--- src/rtl/pwm_timer_pkg.sv ---
package pwm_timer_pkg;

    typedef enum logic [1:0] {
        ST_IDLE  = 2'd0,
        ST_ARMED = 2'd1,
        ST_HIGH  = 2'd2,
        ST_LOW   = 2'd3
    } pwm_state_t;

    // register selects
    localparam logic [1:0] SEL_MODE = 2'd0;
    localparam logic [1:0] SEL_DATA = 2'd1;
    localparam logic [1:0] SEL_CTRL = 2'd2;

    // mode byte fields
    localparam int          MODE_W   = 8;
    localparam logic [2:0]  MODE_PWM = 3'b111;
    localparam int          MB_EDGE  = 3;
    localparam int          MB_EXT   = 4;
    localparam int          MB_HALF  = 5;

endpackage

--- src/rtl/pwm_trig_edge.sv ---
module pwm_trig_edge (
    input  logic clk,
    input  logic rst_n,
    input  logic trig_in,
    input  logic rise_sel,
    output logic trig_evt
);
    logic trig_q;

    always_ff @(posedge clk or negedge rst_n) begin
        if (!rst_n) trig_q <= 1'b0;
        else        trig_q <= trig_in;
    end

    // event is visible in the cycle the pin has its new level
    always_comb begin
        if (rise_sel) trig_evt = trig_in & ~trig_q;
        else          trig_evt = ~trig_in & trig_q;
    end
endmodule

--- src/rtl/pwm_prescaler.sv ---
module pwm_prescaler #(
    parameter int PW = 8
) (
    input  logic          clk,
    input  logic          rst_n,
    input  logic          load,
    input  logic          run,
    input  logic          tick,
    input  logic [PW-1:0] n_val,
    output logic          unit
);
    logic [PW-1:0] pre_q;

    always_ff @(posedge clk or negedge rst_n) begin
        if (!rst_n) begin
            pre_q <= '0;
        end else if (load) begin
            pre_q <= n_val;
        end else if (run && tick) begin
            if (pre_q == '0) pre_q <= n_val;
            else             pre_q <= pre_q - 1'b1;
        end
    end

    // one unit per n+1 ticks: issued on the tick that finds zero
    assign unit = run && tick && (pre_q == '0);
endmodule

--- src/rtl/pwm_regs.sv ---
module pwm_regs
    import pwm_timer_pkg::*;
#(
    parameter int CNT_W = 16
) (
    input  logic                clk,
    input  logic                rst_n,
    input  logic                wr_en,
    input  logic [1:0]          wr_sel,
    input  logic [CNT_W-1:0]    wr_data,
    input  logic [1:0]          rd_sel,
    output logic [CNT_W-1:0]    rd_data,
    output logic [MODE_W-1:0]   mode_q,
    output logic [CNT_W-1:0]    reload_q,
    output logic                start_q
);
    logic is_pwm;
    assign is_pwm = (mode_q[2:0] == MODE_PWM);

    always_ff @(posedge clk or negedge rst_n) begin
        if (!rst_n) begin
            mode_q   <= '0;
            reload_q <= '0;
            start_q  <= 1'b0;
        end else if (wr_en) begin
            unique case (wr_sel)
                SEL_MODE: if (!start_q) mode_q <= wr_data[MODE_W-1:0];
                SEL_DATA: reload_q <= wr_data;
                SEL_CTRL: start_q  <= wr_data[0];
                default: ;
            endcase
        end
    end

    always_comb begin
        rd_data = '0;
        unique case (rd_sel)
            SEL_MODE: rd_data[MODE_W-1:0] = mode_q;
            SEL_DATA: rd_data = is_pwm ? '0 : reload_q;
            SEL_CTRL: rd_data[0] = start_q;
            default: ;
        endcase
    end
endmodule

--- src/rtl/pwm_timer_ch.sv ---
module pwm_timer_ch
    import pwm_timer_pkg::*;
#(
    parameter int CNT_W = 16
) (
    input  logic             clk,
    input  logic             rst_n,
    input  logic             wr_en,
    input  logic [1:0]       wr_sel,
    input  logic [CNT_W-1:0] wr_data,
    input  logic [1:0]       rd_sel,
    output logic [CNT_W-1:0] rd_data,
    input  logic             tick,
    input  logic             trig_in,
    output logic             pwm_out,
    output logic             irq
);
    localparam int         HALF_W    = CNT_W / 2;
    localparam logic [CNT_W-1:0] PER_WIDE_M1 = {{(CNT_W-1){1'b1}}, 1'b0};
    localparam logic [CNT_W-1:0] PER_HALF_M1 = {{(CNT_W-HALF_W){1'b0}}, {(HALF_W-1){1'b1}}, 1'b0};

    // registers
    logic [MODE_W-1:0] mode_r;
    logic [CNT_W-1:0]  reload_r;
    logic              start_r;

    pwm_regs #(.CNT_W(CNT_W)) u_regs (
        .clk      (clk),
        .rst_n    (rst_n),
        .wr_en    (wr_en),
        .wr_sel   (wr_sel),
        .wr_data  (wr_data),
        .rd_sel   (rd_sel),
        .rd_data  (rd_data),
        .mode_q   (mode_r),
        .reload_q (reload_r),
        .start_q  (start_r)
    );

    // mode decode
    logic is_pwm, ext_start, half_mode, rise_sel;
    assign is_pwm    = (mode_r[2:0] == MODE_PWM);
    assign ext_start = mode_r[MB_EXT];
    assign half_mode = mode_r[MB_HALF];
    assign rise_sel  = mode_r[MB_EDGE];

    // command decode
    logic ctrl_wr, go_cmd, halt_cmd;
    assign ctrl_wr  = wr_en && (wr_sel == SEL_CTRL);
    assign go_cmd   = ctrl_wr && wr_data[0];
    assign halt_cmd = ctrl_wr && !wr_data[0];

    // width from reload, per mode
    logic [CNT_W-1:0] reload_m;
    logic [CNT_W-1:0] period_m1;
    always_comb begin
        if (half_mode) begin
            reload_m  = '0;
            reload_m[HALF_W-1:0] = reload_r[CNT_W-1:HALF_W];
            period_m1 = PER_HALF_M1;
        end else begin
            reload_m  = reload_r;
            period_m1 = PER_WIDE_M1;
        end
    end

    // state and counters
    pwm_state_t       st, nxt;
    logic [CNT_W-1:0] pos_q;
    logic [CNT_W-1:0] width_q;
    logic             irq_q;
    logic             running;
    logic             start_evt, wrap_evt, fall_evt;
    logic             trig_evt, pre_unit, unit;

    assign running = (st == ST_HIGH) || (st == ST_LOW);

    pwm_trig_edge u_trig (
        .clk      (clk),
        .rst_n    (rst_n),
        .trig_in  (trig_in),
        .rise_sel (rise_sel),
        .trig_evt (trig_evt)
    );

    pwm_prescaler #(.PW(HALF_W)) u_pre (
        .clk   (clk),
        .rst_n (rst_n),
        .load  (start_evt),
        .run   (running && half_mode),
        .tick  (tick),
        .n_val (reload_r[HALF_W-1:0]),
        .unit  (pre_unit)
    );

    assign unit = half_mode ? pre_unit : tick;

    // next-state logic
    always_comb begin
        nxt       = st;
        start_evt = 1'b0;
        wrap_evt  = 1'b0;
        fall_evt  = 1'b0;
        unique case (st)
            ST_IDLE: begin
                if (go_cmd && is_pwm) begin
                    if (ext_start) begin
                        nxt = ST_ARMED;
                    end else begin
                        start_evt = 1'b1;
                        nxt = (reload_m != '0) ? ST_HIGH : ST_LOW;
                    end
                end
            end
            ST_ARMED: begin
                if (halt_cmd) begin
                    nxt = ST_IDLE;
                end else if (trig_evt) begin
                    start_evt = 1'b1;
                    nxt = (reload_m != '0) ? ST_HIGH : ST_LOW;
                end
            end
            ST_HIGH: begin
                if (halt_cmd) begin
                    nxt = ST_IDLE;
                end else if (unit) begin
                    if (pos_q == period_m1) begin
                        wrap_evt = 1'b1;
                        if (reload_m == '0) begin
                            nxt      = ST_LOW;
                            fall_evt = 1'b1;
                        end
                    end else if (pos_q == width_q - 1'b1) begin
                        nxt      = ST_LOW;
                        fall_evt = 1'b1;
                    end
                end
            end
            ST_LOW: begin
                if (halt_cmd) begin
                    nxt = ST_IDLE;
                end else if (unit && (pos_q == period_m1)) begin
                    wrap_evt = 1'b1;
                    nxt = (reload_m != '0) ? ST_HIGH : ST_LOW;
                end
            end
        endcase
    end

    // state register and counters
    always_ff @(posedge clk or negedge rst_n) begin
        if (!rst_n) begin
            st      <= ST_IDLE;
            pos_q   <= '0;
            width_q <= '0;
            irq_q   <= 1'b0;
        end else begin
            st    <= nxt;
            irq_q <= fall_evt;
            if (start_evt || wrap_evt || (nxt == ST_IDLE))
                pos_q <= '0;
            else if (running && unit)
                pos_q <= pos_q + 1'b1;
            // reload moves into the counter just before the next rise
            if (start_evt || wrap_evt)
                width_q <= reload_m;
        end
    end

    // outputs
    always_comb begin
        pwm_out = (st == ST_HIGH);
        irq     = irq_q;
    end
endmodule

--- config.mk ---
export PLATFORM = sky130hd
export DESIGN_NAME = pwm_timer_ch
export DESIGN_NICKNAME = d
export VERILOG_FILES = /design/src/rtl/pwm_timer_pkg.sv /design/src/rtl/pwm_trig_edge.sv /design/src/rtl/pwm_prescaler.sv /design/src/rtl/pwm_regs.sv /design/src/rtl/pwm_timer_ch.sv
export SDC_FILE = /design/constraint.sdc
export NUM_CORES = 1
export LEC_CHECK = 0
export BUFFER_PORTS_ARGS = -buffer_cell sky130_fd_sc_hd__buf_2
export CORE_MARGIN = 2
export CORE_UTILIZATION = 40
export DETAILED_ROUTE_END_ITERATION = 12
export GPL_ROUTABILITY_DRIVEN = 0
export SLEW_MARGIN = 20
export SYNTH_ARGS = -nofsm -noshare
export SYNTH_HDL_FRONTEND = slang
export SYNTH_HIERARCHICAL = 1
export SYNTH_SLANG_ARGS = --single-unit
--- constraint.sdc ---
create_clock -name clk -period 2.85 [get_ports clk]
set_input_delay 0.285 -clock clk [delete_from_list [all_inputs] [get_ports clk]]
set_output_delay 0.285 -clock clk [all_outputs]
set_load 0.01 [all_outputs]
==> results.py, run 1 <==
metrics = {
    "outcome": {
        "outcome": "completed",
    },
    "timing": {
        "fin_crit_sh": 0.9234,
        "hold-worst-slack_ns": 0.05646,
        "finalHoldViolCount": 0,
        "worst_pin_slew_ns": 0.6904,
        "setup_tns_ns": 0,
        "slew_headroom": 0.5355,
        "min_period_ns": 2.632,
        "drv_slew": 0,
        "fin_skew_ns": 0.01166,
        "report.final.setup_viol": 0,
        "max_freq_mhz": 380.0,
    },
    "worst_setup_path": {
        "r2r_slack_ns": 0.22,
        "crit_top_cell": "nand4_1",
        "crit_type": "reg2reg",
        "r2r_cells": 11,
        "regToRegEndpoint": "st[0]",
        "crit_required_ns": 3.14,
        "cp.arrival_ns": 2.92,
        "worstSetupEndpointType": "register",
        "startpoint": "u_pre/pre_q[0]",
        "crit_path_cell_trace": "inv_1, ha_1, nor3b_2, nand2_1, nor2_1, mux2i_1, nor4_2, nand4_1, nor4_1, nand4_1, nand3b_1",
        "cp_max_fo": 7,
        "r2r_start": "u_pre/pre_q[0]",
        "worstSetupStartpointType": "register",
        "critPathSlowestCell": "dfrtp_1",
        "cpPeakStageDelay_ns": 0.44,
    },
    "synthesis": {
        "syn_avg_cell_area_um2": 9.809,
        "async_flop_share": 1.000,
        "synthFlopType": "dfrtp_1",
        "yosysMostFrequentCell": "dfrtp_1",
        "synth_seq_cells": 69,
        "netlist_top_cells_count": "dfrtp_1 (69), nor2_1 (41), mux2_2 (27), nand2_1 (27), xor2_1 (22)",
        "synth_seq_area_share": 0.4084,
        "ys_warn_count": 6,
        "synthesis.area_mm2": 0.004228,
        "netlist.area_leader.share": 0.4084,
        "yosys.area.top_type": "dfrtp_1",
        "ys_top_cells_by_area": "dfrtp_1 (41%), mux2_2 (7.2%), xor2_1 (4.6%), nor2_1 (3.6%), mux2i_1 (2.6%)",
        "syn_inst": 431,
        "yosysUniqueCellTypes": 69,
        "synth_nets": 461,
        "synth_edf_count": 0,
    },
    "layout": {
        "nets": 506,
        "drive_above_1_share": 0.2296,
        "syn2layout_area_growth_pct": 14.53,
        "diodes": 0,
    },
    "min_path": {
        "hold_start": "trig_in",
        "min_path_type": "in2reg",
        "hold_path_end": "u_trig/trig_q",
        "hold_depth": 1,
    },
    "drt": {
        "wl_per_cell_um": 17.42,
        "drc_errors": 0,
        "routed_wl_um": 10720,
        "antenna_left": 0,
        "num_vias": 3433,
        "vias_per_cell": 5.582,
        "detail_route.iter0.violations": 168,
        "first_pass_iters": 6,
    },
    "power": {
        "p_sw_frac": 0.3228,
        "powerDensity_mw_per_mm2": 640.5,
        "pwr-share-comb": 0.248,
        "p_int_mw": 2.100,
        "clkPwrFrac": 0.315,
        "power.switching_mw": 1.001,
        "power_frac_seq": 0.437,
        "ir_drop_uv": 406.0,
        "p_leak_nw": 2.094,
    },
    "clock_network": {
        "htreeDepth": 3,
        "cts_sinks": 69,
        "cts-root-buf": "clkbuf_8",
        "cts_buffers": 9,
        "clk_pin_slew_ns": 0.07,
        "cts_buffer_depth": 2,
        "cts_tree": "done",
        "clk_latency_ns": 0.36,
    },
    "grt": {
        "grtUsageTotal": 0.2046,
        "antenna_found_initial": 0,
        "grt_max_degree": 33,
        "grt_overflow": 0,
        "grt_pass1_wl_um": 18190,
        "grt_pass1_vias": 3553,
    },
    "die": {
        "core_mm2": 0.01028,
        "die-area_mm2": 0.01141,
        "die-width_um": 106.8,
        "io_pins": 43,
        "fp.dieH_um": 106.8,
        "rows": 37,
        "start_util": 0.4114,
    },
    "run": {
        "maxCapViolations": 0,
    },
    "place": {
        "port_buffers": 42,
        "dpl.hpwl_um": 8063,
    },
}
-- cells by family after synthesis --
logic type                 synth area share
xor gates and xnor gates            0.06836
adders and majority gates           0.01480
buffers and inverters               0.03965
and+or+nand+nor                      0.2406
DFF                                  0.4084
AOI/OAI and AO/OA                    0.1302
muxes                               0.09796
-- final cells by class --
class                   count  area (um2)
clock inverters             4       97.59
multi-input cells         328        2346
flip-flops and latches     69        1727
inverters                  15       56.30
well taps                 136       170.2
fillers                   990        5435
repair buffers             53       307.8
clock buffers              10       137.6
-- through the flow --
stage               area (um2)  cells  setup WS (ns)  power (mW)  utilization
global placement          4564    599         0.2156       2.093       0.4441
detailed placement        4564    599         0.1004       2.113       0.4441
global route              4842    615       -0.03621       3.266       0.4711
CTS                       4810    614        0.07107       3.096       0.4680
floorplan                 4228    431        0.06728       1.851            -
finish                    4842    615         0.2182       3.102       0.4711
-- layer usage --
layer	track usage	part of all wire
met1	0.2649	0.45
met2	0.3380	0.49
met3	0.03647	0.035
met4	0.08442	0.021
met5	0	0
-- how the worst max path moves through the flow --
| stage | endpoint |
|---|---|
| 2_1_floorplan | pos_q[13] |
| 3_3_place_gp | st[0] |
| 3_5_place_dp | st[0] |
| 4_1_cts | st[0] |
| 5_1_grt | st[0] |
| 6_report | st[0] |
-- repair_timing --
action	CTS	global route
buffers inserted	0	1
endpoints found under the hold margin	27	0
setup endpoints to repair	0	16
gates resized for setup	0	2
hold buffers	1	0
-- cells in the final DEF (no fill, tap or decap), types with 4 or more instances in the layout --
master and instances:
nor4_1 8, buf_4 9, inv_1 14, clkbuf_8 10, nand2b_1 11, ha_1 5
buf_2 42, nand3b_1 5, o22ai_1 4, or3_1 6, o21ai_0 17, nor2_1 41
mux2_2 27, nand3_1 10, and4_1 4, dfrtp_1 69, a21oi_1 10, xnor2_1 11
nor2b_1 4, and3_1 9, and2_1 5, mux2i_1 11, a32o_1 7, nand4_1 16
o21ai_1 4, nand2_1 27, a31oi_1 5, xor2_1 22, nor3_1 8, a211oi_1 5
-- power by group through the flow --
| stage | clock network [mW] | registers, mW | logic (mW) |
|---|---|---|---|
| 6_report | 0.976 | 1.36 | 0.769 |
| 5_1_grt | 1.03 | 1.38 | 0.851 |
| 4_1_cts | 0.995 | 1.35 | 0.746 |
| 3_5_place_dp | 0 | 1.37 | 0.740 |
| 3_3_place_gp | 0 | 1.37 | 0.723 |
| 2_1_floorplan | 0 | 1.28 | 0.569 |
-- flip-flops by register name (all words and copies together) (netlist names) --
| name | cells |
|---|---|
| u_pre/pre_q | 8 |
| u_regs/mode_q | 8 |
| irq | 1 |
| u_trig/trig_q | 1 |
| width_q | 16 |
| u_regs/start_q | 1 |
| st | 2 |
| pos_q | 16 |
| u_regs/reload_q | 16 |
-- worst max-delay path, delay by kind of cell, from the launching register on --
family                     cells  cell delay (ns)
and+or+nand+nor                8             1.63
DFF                            1             0.44
muxes                          1             0.22
adders and majority gates      1             0.15
buffers and inverters          1             0.13
No activity file was read; power rests on OpenSTA's default activity.
==> run 2, diff against run 1 <==
--- a/config.mk
+++ b/config.mk
@@ -6,10 +6,13 @@
 export NUM_CORES = 1
 export LEC_CHECK = 0
 export BUFFER_PORTS_ARGS = -buffer_cell sky130_fd_sc_hd__buf_2
+export CELL_PAD_IN_SITES_DETAIL_PLACEMENT = 0
+export CELL_PAD_IN_SITES_GLOBAL_PLACEMENT = 1
 export CORE_MARGIN = 2
 export CORE_UTILIZATION = 40
 export DETAILED_ROUTE_END_ITERATION = 12
 export GPL_ROUTABILITY_DRIVEN = 0
+export PLACE_DENSITY_LB_ADDON = 0.1
 export SLEW_MARGIN = 20
 export SYNTH_ARGS = -nofsm -noshare
 export SYNTH_HDL_FRONTEND = slang
==> run 2 against run 1 <==
Against the previous run:
- combinational power is 0.8% higher
- global-route usage rose by 0.22 points
- register-to-register slack improved by 0.07 ns
- worst hold slack worse by 0.0072 ns
- core utilization is 0.073 points lower
- clock skew fell by 0.0028 ns
- power decreased by 1.2%
- flip-flop and latch count stayed put
- fmax is 2.8% higher
- critical endpoint is now width_q[10]
- highest routed layer is now met5
==> results.py, run 2 (synthesized netlist as in run 1, its figures left out) <==
metrics = {
    "worst_setup_path": {
        "cp_max_fo": 32,
        "regToRegEndpoint": "width_q[10]",
        "worstSetupEndpointType": "register",
        "crit_required_ns": 3.09,
        "worstSetupStartpointType": "register",
        "r2r_start": "u_pre/pre_q[0]",
        "crit_type": "reg2reg",
        "cp.arrival_ns": 2.80,
        "r2r_slack_ns": 0.29,
        "r2r_cells": 11,
    },
    "timing": {
        "finalHoldViolCount": 0,
        "min_period_ns": 2.560,
        "drv_slew": 0,
        "timing.final.ws_setup_ns": 0.2895,
        "report.final.setup_viol": 0,
        "slew_headroom": 0.4768,
        "max_freq_mhz": 390.6,
        "rsz0062_at_grt": "false",
        "fin_crit_sh": 0.8984,
        "fin_skew_ns": 0.008822,
        "worst_pin_slew_ns": 0.7742,
        "setup_tns_ns": 0,
    },
    "drt": {
        "antenna_left": 0,
        "routed_wl_um": 10930,
        "first_pass_iters": 4,
        "detail_route.iter0.violations": 182,
        "drc_errors": 0,
        "num_vias": 3399,
        "vias_per_cell": 5.518,
        "wl_per_cell_um": 17.74,
    },
    "layout": {
        "diodes": 0,
        "final_common_cell": "dfrtp_1",
        "drive_above_1_share": 0.2292,
        "nets": 505,
        "syn2layout_area_growth_pct": 14.35,
        "reg_top3": "pos_q (16), u_regs/reload_q (16), width_q (16)",
        "final_cell_mix": "dfrtp_1 (69), buf_2 (42), nor2_1 (41), nand2_1 (27), mux2_2 (27)",
        "fin_cells": 616,
    },
    "grt": {
        "antenna_found_initial": 1,
        "grt_pass1_vias": 3385,
        "grt_pass1_wl_um": 18170,
        "grt_max_degree": 45,
        "grt_overflow": 0,
        "grtUsageTotal": 0.2068,
    },
    "die": {
        "core_mm2": 0.01028,
        "rows": 37,
        "start_util": 0.4114,
        "die-area_mm2": 0.01141,
        "io_pins": 43,
        "fp.dieH_um": 106.8,
        "die-width_um": 106.8,
    },
    "clock_network": {
        "cts_tree": "done",
        "cts-root-buf": "clkbuf_8",
        "cts_sinks": 69,
        "htreeDepth": 3,
        "clk_latency_ns": 0.36,
        "cts_buffer_depth": 2,
        "cts_buffers": 9,
        "clk_pin_slew_ns": 0.08,
    },
    "place": {
        "place_ws_ns": 0.1411,
        "dpl.hpwl_um": 8188,
        "port_buffers": 42,
        "place_inst": 598,
    },
    "min_path": {
        "hold_depth": 1,
        "hold_path_end": "u_trig/trig_q",
        "min_path_type": "in2reg",
        "hold_start": "trig_in",
    },
    "power": {
        "ir_drop_uv": 372.6,
        "powerDensity_mw_per_mm2": 634.0,
        "p_leak_nw": 2.092,
    },
    "outcome": {
        "outcome": "completed",
    },
    "run": {
        "maxCapViolations": 0,
    },
}
## run 2: cell count changes in the layout (fill, tap and decap cells not counted), sizes merged
cell    change
inv         +2
buf         -1
bufinv      -1
clkinv      +1
## run 2: cell type report
| type | count | area, um2 |
|---|---|---|
| Clock buffer | 10 | 137.6 |
| Clock inverter | 6 | 93.84 |
| Fill cell | 1027 | 5443 |
| Inverter | 15 | 56.30 |
| Multi-Input combinational cell | 328 | 2337 |
| Sequential cell | 69 | 1727 |
| Tap cell | 136 | 170.2 |
| Timing Repair Buffer | 52 | 312.8 |
## run 2: worst max-delay path, stage by stage, from the launching register on
cell and delay [ns]:
dfrtp_1 0.45, inv_1 0.12, ha_1 0.14, nor3b_2 0.17, nand2_1 0.13, nor2_1 0.18, mux2i_2 0.16, a2111oi_4 0.48
a21oi_2 0.16, buf_4 0.27, nand2_1 0.10, o21ai_0 0.07
## run 2: how the worst max path moves through the flow
| stage | startpoint | end | slack (ns) | cells after the start |
|---|---|---|---|---|
| CTS | u_pre/pre_q[0] | pos_q[11] | 0.12 | 10 |
| detailed placement | u_pre/pre_q[0] | pos_q[1] | 0.14 | 10 |
| floorplan | u_regs/mode_q[5] | pos_q[13] | 0.07 | 11 |
| global placement | u_pre/pre_q[0] | st[0] | 0.24 | 11 |
| global route | u_pre/pre_q[0] | width_q[4] | 0.03 | 11 |
| finish | u_pre/pre_q[0] | width_q[10] | 0.29 | 11 |
## run 2: through the flow
stage            util  cell area [um2]  hold slack [ns]  total power [mW]
5_1_grt        0.4704             4835          0.04019             3.252
6_report       0.4704             4835          0.04929             3.065
3_5_place_dp   0.4446             4569           0.3464             2.127
2_1_floorplan       -             4228         -0.01059             1.851
4_1_cts        0.4681             4811          0.03066             3.080
3_3_place_gp   0.4446             4569           0.3384             2.122
## run 2: layer usage
metal  global-route usage  wire length (um)  up-vias
met1               0.2990              5306     1649
li1                     -                 -     1671
met4              0.05751               114        2
met3              0.04559               480       11
met2               0.3121              5013       66
met5                    0                11        -
## run 2: where the power goes
group,total (mW),switching [mW],internal [mW]
combinational,0.775,0.398,0.377
sequential,1.35,0.222,1.13
clock,0.940,0.415,0.524
total,3.07,1.04,2.03
## run 2: timing repair
| action | CTS | global route |
|---|---|---|
| resized for setup | 0 | 1 |
| endpoints found under the hold margin | 25 | 0 |
| hold buffers | 1 | 0 |
| buffers inserted | 0 | 1 |
| setup endpoints to repair | 0 | 29 |
